### config.mk
export PLATFORM = sky130hd
export DESIGN_NAME = kbd_matrix_scanner
export DESIGN_NICKNAME = d
export VERILOG_FILES = /design/src/rtl/kbd_scan_pkg.sv /design/src/rtl/kbd_row_timer.sv /design/src/rtl/kbd_key_track.sv /design/src/rtl/kbd_fifo.sv /design/src/rtl/kbd_matrix_scanner.sv
export SDC_FILE = /design/constraint.sdc
export NUM_CORES = 1
export LEC_CHECK = 0
export BUFFER_PORTS_ARGS = -buffer_cell sky130_fd_sc_hd__clkbuf_2
export CORE_ASPECT_RATIO = 0.5
export CORE_UTILIZATION = 52
export CTS_CLUSTER_SIZE = 8
export DETAILED_ROUTE_END_ITERATION = 10
export PLACE_DENSITY = 0.67
export SLEW_MARGIN = 20
export SYNTH_ARGS = -nofsm -noshare
export SYNTH_HDL_FRONTEND = slang
export SYNTH_SLANG_ARGS = --single-unit
### constraint.sdc
create_clock -name clk_i -period 6.7 [get_ports clk_i]
set_clock_uncertainty 0.2 [all_clocks]
set_input_delay 0.67 -clock clk_i [delete_from_list [all_inputs] [get_ports clk_i]]
set_output_delay 0.67 -clock clk_i [all_outputs]
set_load 0.005 [all_outputs]
### src/rtl/kbd_scan_pkg.sv
package kbd_scan_pkg;
  typedef enum logic {
    KBD_LOCKOUT  = 1'b0,
    KBD_ROLLOVER = 1'b1
  } kbd_mode_e;
endpackage

### src/rtl/kbd_row_timer.sv
module kbd_row_timer #(
  parameter int ROWS  = 8,
  parameter int DWELL = 4
) (
  input  logic                    clk,
  input  logic                    rst_n,
  output logic [$clog2(ROWS)-1:0] row_o,
  output logic                    sample_o
);
  localparam int ROW_W = $clog2(ROWS);
  localparam int DIV_W = (DWELL > 1) ? $clog2(DWELL) : 1;

  logic [DIV_W-1:0] div_q, div_d;
  logic [ROW_W-1:0] row_q, row_d;

  // the last cycle of a row's dwell is the sampling cycle
  assign sample_o = (div_q == DIV_W'(DWELL - 1));
  assign row_o    = row_q;

  always_comb begin
    div_d = sample_o ? '0 : div_q + 1'b1;
    row_d = row_q;
    if (sample_o) begin
      row_d = (row_q == ROW_W'(ROWS - 1)) ? '0 : row_q + 1'b1;
    end
  end

  always_ff @(posedge clk or negedge rst_n) begin
    if (!rst_n) begin
      div_q <= '0;
      row_q <= '0;
    end else begin
      div_q <= div_d;
      row_q <= row_d;
    end
  end


  row_hold_chk: assert property (@(posedge clk) disable iff (!rst_n)
    !sample_o |=> $stable(row_q));

  row_wrap_chk: assert property (@(posedge clk) disable iff (!rst_n)
    (sample_o && row_q == ROW_W'(ROWS - 1)) |=> (row_q == '0));
endmodule

### src/rtl/kbd_key_track.sv
module kbd_key_track #(
  parameter int ROWS = 8,
  parameter int COLS = 8,
  localparam int ROW_W = $clog2(ROWS),
  localparam int COL_W = $clog2(COLS),
  localparam int ENTRY_W = 2 + ROW_W + COL_W
) (
  input  logic               clk,
  input  logic               rst_n,
  input  logic               sample_i,
  input  logic [ROW_W-1:0]   row_i,
  input  logic [COLS-1:0]    ret_i,
  input  logic               rollover_i,
  input  logic               shift_i,
  input  logic               ctrl_i,
  input  logic               full_i,
  output logic               push_o,
  output logic               drop_o,
  output logic [ENTRY_W-1:0] code_o
);
  logic [COLS-1:0]  cand_q [ROWS];
  logic [COLS-1:0]  cand_d [ROWS];
  logic [COLS-1:0]  held_q [ROWS];
  logic [COLS-1:0]  held_d [ROWS];
  logic [COLS-1:0]  fresh;
  logic [COLS-1:0]  pick_oh;
  logic [COL_W-1:0] pick_col;
  logic             pick_vld;
  logic             others_held;
  logic             accept;

  // pick the lowest newly confirmed column and judge the mode policy
  always_comb begin
    fresh    = ret_i & cand_q[row_i] & ~held_q[row_i];
    pick_vld = 1'b0;
    pick_col = '0;
    for (int c = COLS - 1; c >= 0; c--) begin
      if (fresh[c]) begin
        pick_vld = 1'b1;
        pick_col = COL_W'(c);
      end
    end
    pick_oh = pick_vld ? (COLS'(1) << pick_col) : '0;
    others_held = |(held_q[row_i] & ret_i);
    for (int r = 0; r < ROWS; r++) begin
      if (ROW_W'(r) != row_i) others_held = others_held | (|held_q[r]);
    end
    accept = sample_i & pick_vld & (rollover_i | ~others_held);
  end

  always_comb begin
    for (int r = 0; r < ROWS; r++) begin
      cand_d[r] = cand_q[r];
      held_d[r] = held_q[r];
    end
    if (sample_i) begin
      cand_d[row_i] = ret_i;
      held_d[row_i] = (held_q[row_i] & ret_i) | (accept ? pick_oh : '0);
    end
  end

  always_ff @(posedge clk or negedge rst_n) begin
    if (!rst_n) begin
      for (int r = 0; r < ROWS; r++) begin
        cand_q[r] <= '0;
        held_q[r] <= '0;
      end
    end else if (sample_i) begin
      for (int r = 0; r < ROWS; r++) begin
        cand_q[r] <= cand_d[r];
        held_q[r] <= held_d[r];
      end
    end
  end

  assign push_o = accept & ~full_i;
  assign drop_o = accept & full_i;
  assign code_o = {ctrl_i, shift_i, row_i, pick_col};


  single_push_chk: assert property (@(posedge clk) disable iff (!rst_n)
    push_o |=> !push_o);
endmodule

### src/rtl/kbd_fifo.sv
module kbd_fifo #(
  parameter int DEPTH = 8,
  parameter int W     = 8,
  localparam int CNT_W = $clog2(DEPTH + 1),
  localparam int PTR_W = (DEPTH > 1) ? $clog2(DEPTH) : 1
) (
  input  logic             clk,
  input  logic             rst_n,
  input  logic             push_i,
  input  logic [W-1:0]     data_i,
  input  logic             pop_i,
  output logic [W-1:0]     head_o,
  output logic [CNT_W-1:0] count_o,
  output logic             full_o
);
  logic [W-1:0]     mem_q [DEPTH];
  logic [PTR_W-1:0] wr_q, wr_d, rd_q, rd_d;
  logic [CNT_W-1:0] cnt_q, cnt_d;
  logic             do_push, do_pop;

  assign full_o  = (cnt_q == CNT_W'(DEPTH));
  assign do_push = push_i & ~full_o;
  assign do_pop  = pop_i & (cnt_q != '0);
  assign head_o  = mem_q[rd_q];
  assign count_o = cnt_q;

  always_comb begin
    wr_d  = wr_q;
    rd_d  = rd_q;
    cnt_d = cnt_q;
    if (do_push) wr_d = (wr_q == PTR_W'(DEPTH - 1)) ? '0 : wr_q + 1'b1;
    if (do_pop)  rd_d = (rd_q == PTR_W'(DEPTH - 1)) ? '0 : rd_q + 1'b1;
    if (do_push && !do_pop) cnt_d = cnt_q + 1'b1;
    if (do_pop && !do_push) cnt_d = cnt_q - 1'b1;
  end

  always_ff @(posedge clk or negedge rst_n) begin
    if (!rst_n) begin
      wr_q  <= '0;
      rd_q  <= '0;
      cnt_q <= '0;
    end else begin
      wr_q  <= wr_d;
      rd_q  <= rd_d;
      cnt_q <= cnt_d;
    end
  end

  always_ff @(posedge clk) begin
    if (do_push) mem_q[wr_q] <= data_i;
  end


  no_overflow_chk: assert property (@(posedge clk) disable iff (!rst_n)
    cnt_q <= CNT_W'(DEPTH));

  push_when_full_chk: assert property (@(posedge clk) disable iff (!rst_n)
    push_i |-> !full_o);

  pop_dec_chk: assert property (@(posedge clk) disable iff (!rst_n)
    (pop_i && cnt_q != '0 && !push_i) |=> (cnt_q == $past(cnt_q) - 1'b1));
endmodule

### src/rtl/kbd_matrix_scanner.sv
module kbd_matrix_scanner #(
  parameter int ROWS   = 8,
  parameter int COLS   = 8,
  parameter int DEPTH  = 8,
  parameter int DWELL  = 4,
  parameter int SCAN_W = 4,
  localparam int ROW_W   = $clog2(ROWS),
  localparam int COL_W   = $clog2(COLS),
  localparam int ENTRY_W = 2 + ROW_W + COL_W
) (
  input  logic               clk_i,
  input  logic               rst_ni,
  input  logic [COLS-1:0]    ret_i,
  input  logic               shift_i,
  input  logic               ctrl_i,
  input  logic               mode_i,
  input  logic               rd_en_i,
  input  logic               rd_sel_i,
  output logic [SCAN_W-1:0]  scan_o,
  output logic [ENTRY_W-1:0] rd_data_o,
  output logic               irq_o
);
  import kbd_scan_pkg::*;

  localparam int CNT_W = $clog2(DEPTH + 1);

  logic               rst_meta_q, rst_sync_q;
  logic [ROW_W-1:0]   row;
  logic               sample;
  logic               push, drop, full;
  logic [ENTRY_W-1:0] code, head;
  logic [CNT_W-1:0]   count;
  logic               ovr_q, ovr_d;
  logic               data_rd, stat_rd;
  logic [ENTRY_W-1:0] status;
  kbd_mode_e          mode;

  // asynchronous assert, synchronous release
  always_ff @(posedge clk_i or negedge rst_ni) begin
    if (!rst_ni) begin
      rst_meta_q <= 1'b0;
      rst_sync_q <= 1'b0;
    end else begin
      rst_meta_q <= 1'b1;
      rst_sync_q <= rst_meta_q;
    end
  end

  assign mode = kbd_mode_e'(mode_i);

  kbd_row_timer #(.ROWS(ROWS), .DWELL(DWELL)) u_timer (
    .clk(clk_i), .rst_n(rst_sync_q), .row_o(row), .sample_o(sample)
  );

  kbd_key_track #(.ROWS(ROWS), .COLS(COLS)) u_track (
    .clk(clk_i), .rst_n(rst_sync_q), .sample_i(sample), .row_i(row),
    .ret_i(ret_i), .rollover_i(mode == KBD_ROLLOVER), .shift_i(shift_i),
    .ctrl_i(ctrl_i), .full_i(full), .push_o(push), .drop_o(drop),
    .code_o(code)
  );

  assign data_rd = rd_en_i & ~rd_sel_i;
  assign stat_rd = rd_en_i & rd_sel_i;

  kbd_fifo #(.DEPTH(DEPTH), .W(ENTRY_W)) u_fifo (
    .clk(clk_i), .rst_n(rst_sync_q), .push_i(push), .data_i(code),
    .pop_i(data_rd), .head_o(head), .count_o(count), .full_o(full)
  );

  // a drop in the same cycle as a status read wins
  always_comb begin
    ovr_d = ovr_q;
    if (stat_rd) ovr_d = 1'b0;
    if (drop)    ovr_d = 1'b1;
  end

  always_ff @(posedge clk_i or negedge rst_sync_q) begin
    if (!rst_sync_q) ovr_q <= 1'b0;
    else             ovr_q <= ovr_d;
  end

  always_comb begin
    status                 = '0;
    status[ENTRY_W-1]      = ovr_q;
    status[CNT_W-1:0]      = count;
  end

  assign rd_data_o = rd_sel_i ? status : head;
  assign scan_o    = SCAN_W'(row);
  assign irq_o     = (count != '0);


  irq_fall_chk: assert property (@(posedge clk_i) disable iff (!rst_sync_q)
    $fell(irq_o) |-> $past(data_rd));

  overrun_set_chk: assert property (@(posedge clk_i) disable iff (!rst_sync_q)
    $rose(ovr_q) |-> $past(drop));
endmodule

==> results.ini, run 1 <==
[layout]
insertedDiodeCount = 0
num-fill-cells = 1458
fin_nets = 825
post-route-util = 0.595
area_delta_synth_final_pct = 11.7
mostFrequentLayoutCell = dfrtp_1
final_cell_mix = dfrtp_1 (143), nor2_1 (83), a21oi_1 (81)
drive_gt1_frac = 0.244

[worst_setup_path]
crit_type = flip-flop to flip-flop
worstPathCellList = mux2_1 -> a222oi_1 -> o21ai_1 -> o2bb2ai_1 -> nor4_2 -> a22o_1 -> nand3_4 -> ha_1 -> ha_1 -> a21o_1 -> a21oi_1 -> xnor2_1 -> nor2_1 -> xor2_1
critPathSlowestCell = dfrtp_4
crit_top_cell = ha_1
max_stage_delay_ps = 1090
crit_path_end_kind = flip-flop
rrSetupSlack_ps = 1810
worstPathMaxFanout = 72
crit_required_ps = 6920
timing.rr.start = u_timer.row_o[0]
start_kind = flip-flop
cp.arrival_ps = 5110
startpoint = u_timer.row_o[0]

[timing]
timing.hold.ws_ps = 41.0
finalSetupViolCount = 0
tightest_slew_ps = 1140
max_freq_ghz = 0.204
relSlewSlack = 0.236
worst_slack_ps = 1810
min_period_ps = 4890
slew_violations = 0
rsz0062_at_grt = false
hold_viol = 0
tns_ps = 0
timing.final.crit_share = 0.730

[route]
ant_nets = 0
wl_per_cell_um = 20.7
drt_wl_total_um = 22100
drt_iter0_drc = 553
vias = 6262
drc_errors = 0
first_pass_iters = 5
post_drt_via_cell_ratio = 5.86

[clocking]
cts_buffers = 30
clkTransAtPathRegs_ps = 60
worstSkewPairLatency_ps = 540
cts_resized = 0
clockRootBuffer = clkbuf_16
tritoncts = built
numClockSinks = 210
clock_path_buffers = 3
htree_num_levels = 1

[floorplan]
fp-row-count = 35
core-area_um2 = 18500
start_util = 0.532
ios = 28
die_h_um = 99.3
die_w_um = 197
die_area_um2 = 19500

[pwr]
vdd_drop_max_mv = 0.128
p_per_area_nw_per_um2 = 299
p_leak_nw = 4.27
finalPower_mw = 3.28

[place]
portBuffers = 26
gp_congestion = 0.906
dpl_worst_slack_ps = 1870
hpwl_um = 14700

[run]
drv_cap = 0

[hold_path]
hold_class = flip-flop to asynchronous set/reset pin

[logic_synthesis]
synthCells = 779
ys.flop_type = dfrtp_1
avgSynthCellArea_um2 = 12.6
synth-async-reset-ratio = 0.695
synth.distinct_cells = 65
synth_edf_count = 64
yosysSeqAreaShare = 0.567
synth_fp_nets = 809
synth_area_um2 = 9840
ys_seq_elements = 210
ys_warn_count = 0

[grt]
grt_start_max_net_pins = 73
grt_pass1_wl_um = 35600
gr-total-overflow = 0
antenna_found_initial = 0
grt_usage = 0.237
grt_pass1_vias = 6231

[status]
status = completed

## layout make-up
type                       instances  area (um2)  share of cell area
clock buffer                      44         803              0.0731
clock inverter                     2        25.0             0.00228
inverter                          14        52.6             0.00478
multi-input combinational        500        3970               0.361
sequential                       210        5580               0.508
tap                              259         324              0.0295
timing repair buffer              39         230              0.0209
## critical path, delay by kind of cell (launching register included)
family / cells / cell delay [ps]
XOR/XNOR: 2 / 270
adder cells (fa/ha/maj): 2 / 610
AND/OR/NAND/NOR: 3 / 520
AO/OA/AOI/OAI: 6 / 1640
multiplexers: 1 / 400
flip-flops: 1 / 1090
## cells in the mapped netlist (8+ instances only)
library cell | count | area, um2
clkbuf_1 | 30 | 113
inv_1 | 13 | 48.8
nor4_1 | 18 | 113
a22oi_1 | 9 | 67.6
mux4_2 | 27 | 608
nor2_1 | 89 | 334
buf_2 | 8 | 40.0
edfxtp_1 | 64 | 1920
mux2i_1 | 36 | 360
o21ai_0 | 17 | 85.1
dfrtp_1 | 146 | 3650
nor3_1 | 9 | 45.0
nand2_1 | 43 | 161
a21oi_1 | 81 | 405
mux2_2 | 68 | 766
ha_1 | 14 | 175
## power by group
part	internal [mW]	total [mW]	switching [mW]	leakage [nW]
clock	0.813	1.33	0.521	0.397
combinational	0.226	0.422	0.196	1.52
sequential	1.41	1.53	0.116	2.35
total	2.45	3.28	0.834	4.27
## registers in the layout, summed over array words and instances, names as in the netlist
signal          count
rst_meta_q          1
u_fifo.rd_q         3
u_timer.row_o       3
u_track.cand_q     64
u_fifo.mem_q       64
ovr_q               1
u_fifo.wr_q         3
u_timer.div_q       2
u_fifo.count_o      4
rst_sync_q          1
u_track.held_q     64
## kinds of logic after synthesis
family / synth area share
simple gates: 0.0996
fa+ha+maj: 0.0198
compound gates: 0.0943
mux: 0.181
xor+xnor: 0.00356
flops: 0.567
buf+inv: 0.0342
other cells: 0.000763
## timing repair
item,in CTS,in global routing
hold endpoints to repair,2,0
hold buffers,1,0
buffers inserted,0,0
## per-stage QoR
stage	instance area, um2	cells
after floorplan	9840	779
after CTS	11000	1068
final	11000	1068
after global routing	11000	1068
after detailed placement	10100	1021
after global placement	10100	1021
## worst paths after layout
path | to | cells after the start
max | u_fifo.count_o[3] | 14
min | u_track.held_q[31] | 0
max reg2reg | u_fifo.count_o[3] | 14
min reg2reg | u_track.held_q[31] | 0
max in group asynchronous | u_timer.row_o[0] | 1
min in group clk_i | rst_sync_q | 0
## routing by layer
| metal | up-vias | track usage | share of wire |
|---|---|---|---|
| met5 | - | 0 | 0 |
| met4 | 0 | 0.0505 | 0.013 |
| li1 | 2896 | - | - |
| met2 | 182 | 0.360 | 0.45 |
| met3 | 30 | 0.0383 | 0.055 |
| met1 | 3154 | 0.361 | 0.48 |
Power figures use the tool's default switching activity.
==> inputs of run 2 (changes only) <==
Clock period 6.7 ns to 5.1 ns, I/O delays scaled along.
==> results.ini, run 2 (synthesis gave the netlist of run 1 again) <==
[clocking]
cts_buffers = 30  ; unchanged
numClockSinks = 210  ; unchanged
postCtsSetupBuffers = 0  ; unchanged
htree_num_levels = 1  ; unchanged
worstSkewPairLatency_ps = 540  ; about the same
clockRootBuffer = clkbuf_16
clock_path_buffers = 3  ; unchanged
clkTransAtPathRegs_ps = 60  ; about the same
postCtsHoldBufs = 1  ; unchanged
tritoncts = built
cts_resized = 0  ; unchanged

[worst_setup_path]
max_stage_delay_ps = 900  ; -190 ps
timing.rr.start = u_timer.row_o[0]
worstPathCellList = mux4_2 -> a22o_1 -> o2111a_1 -> a21o_1 -> nor3_4 -> nand2_1 -> nand3_4 -> ha_1 -> ha_1 -> a21o_1 -> a21oi_1 -> xnor2_1 -> nor2_1 -> xor2_1
cp.arrival_ps = 4620  ; -490 ps
crit_required_ps = 5320  ; -1600 ps
cp_top_family = compound AO/OA/AOI/OAI gates
start_kind = flip-flop
ff2ff_path_depth = 14  ; unchanged
rrSetupSlack_ps = 690  ; -1110 ps
cp_num_buf_inv = 0  ; unchanged
crit_type = flip-flop to flip-flop
crit_path_end_kind = flip-flop
worstPathMaxFanout = 50  ; -31%
reg2reg_to = u_fifo.count_o[3]
critPathSlowestCell = dfrtp_4

[route]
post_drt_via_cell_ratio = 5.91  ; +0.77%
wl_per_cell_um = 20.9  ; +0.98%
ant_nets = 0  ; unchanged
drt_wl_total_um = 22600  ; +2.3%
drc_errors = 0  ; unchanged
drt_iter0_drc = 505  ; -8.7%
first_pass_iters = 5  ; unchanged
vias = 6393  ; +2.1%

[floorplan]
fp-row-count = 35  ; unchanged
die_h_um = 99.3  ; unchanged
start_util = 0.532  ; unchanged
core-area_um2 = 18500  ; unchanged
die_w_um = 197  ; unchanged
die_area_um2 = 19500  ; unchanged
ios = 28  ; unchanged

[layout]
mostFrequentLayoutCell = dfrtp_1
reg.largest.list = u_fifo.mem_q: 64 flops, u_track.cand_q: 64 flops, u_track.held_q: 64 flops
insertedDiodeCount = 0  ; unchanged
area_delta_synth_final_pct = 12.6
final_cell_mix = dfrtp_1 (142), nor2_1 (84), a21oi_1 (81)
num-fill-cells = 1471  ; +0.89%
drive_gt1_frac = 0.255  ; +0.0117
fin_nets = 839  ; +1.7%

[timing]
relSlewSlack = 0.350  ; +0.114
max_freq_ghz = 0.227  ; +11%
min_period_ps = 4410  ; -485 ps
timing.final.crit_share = 0.864  ; +0.134
rsz0062_at_grt = false
hold_viol = 0  ; unchanged
finalSetupViolCount = 0  ; unchanged
tightest_slew_ps = 974  ; -163 ps
tns_ps = 0  ; unchanged
slew_violations = 0  ; unchanged

[pwr]
p_leak_nw = 4.34  ; +1.5%
finalPower_mw = 4.32  ; +32%
p_per_area_nw_per_um2 = 390  ; +30%
vdd_drop_max_mv = 0.207  ; +61%

[run]
drv_cap = 0  ; unchanged

[grt]
gr-total-overflow = 0  ; unchanged
grt_start_max_net_pins = 53  ; -27%
grt_usage = 0.243  ; +0.00589
grt_pass1_wl_um = 36100  ; +1.4%
grt_pass1_vias = 6360  ; +2.1%
antenna_found_initial = 0  ; unchanged

[hold_path]
hold_path_end = u_fifo.mem_q[0][6]
min_from = shift_i
hold_depth = 1
hold_class = input pin to flip-flop

[place]
hpwl_um = 14900  ; +1.3%
portBuffers = 26  ; unchanged
gp_congestion = 0.882  ; -2.7%

[status]
status = completed

==> run 2: cell types whose count changed in the layout (fill, tap and decap cells not counted) <==
cell,previous run,this run
nor3_2,3,2
dfrtp_2,1,2
nor3_1,6,7
buf_4,12,26
nor4bb_4,1,0
nor2_1,83,84
nor2_2,6,5
nor4bb_2,0,1
dfrtp_1,143,142
==> run 2: worst reg2reg max path: stages (launching register included) <==
cell,delay (ps)
dfrtp_4,900
mux4_2,600
a22o_1,230
o2111a_1,190
a21o_1,280
nor3_4,290
nand2_1,150
nand3_4,240
ha_1,270
ha_1,240
a21o_1,180
a21oi_1,170
xnor2_1,140
nor2_1,60
xor2_1,140
==> run 2: how the worst max path moves through the flow <==
stage	from	cells after the start	end	slack (ps)
finish	u_timer.row_o[0]	14	u_fifo.count_o[3]	690
global route	u_timer.row_o[0]	14	u_fifo.count_o[3]	480
CTS	u_timer.row_o[0]	14	u_fifo.count_o[3]	740
detailed placement	u_timer.row_o[0]	14	u_fifo.count_o[3]	760
global placement	u_timer.row_o[0]	14	u_fifo.count_o[3]	860
floorplan	rst_sync_q	0	ovr_q	530
==> run 2: area by class of cell <==
type                    instances  area (um2)  area share
flip-flops and latches        210        5590       0.504
multi-input cells             500        3960       0.357
clock buffers                  44         803      0.0725
repair buffers                 53         335      0.0303
well taps                     259         324      0.0292
inverters                      14        52.6     0.00474
clock inverters                 2        25.0     0.00226
==> run 2: stage by stage <==
step | cell area [um2] | utilization | hold WS (ps) | setup slack (ps) | cells
floorplan | 9840 | - | 14.4 | 531 | 779
global placement | 10200 | 0.554 | 97.6 | 856 | 1035
detailed placement | 10200 | 0.554 | 99.4 | 758 | 1035
CTS | 11100 | 0.600 | 48.5 | 739 | 1082
global route | 11100 | 0.600 | 76.9 | 477 | 1082
finish | 11100 | 0.600 | 62.1 | 695 | 1082
==> run 2: routing by layer <==
| layer | GRT usage | part of all wire | wire (um) |
|---|---|---|---|
| met3 | 0.0407 | 0.058 | 1310 |
| met1 | 0.356 | 0.46 | 10500 |
| met4 | 0.0559 | 0.016 | 372 |
| met2 | 0.382 | 0.46 | 10400 |
| met5 | 0 | 0 | 0 |
==> run 2: power breakdown <==
part           internal, mW  switching [mW]
clock network          1.07           0.695
logic                 0.289           0.217
registers              1.85           0.197
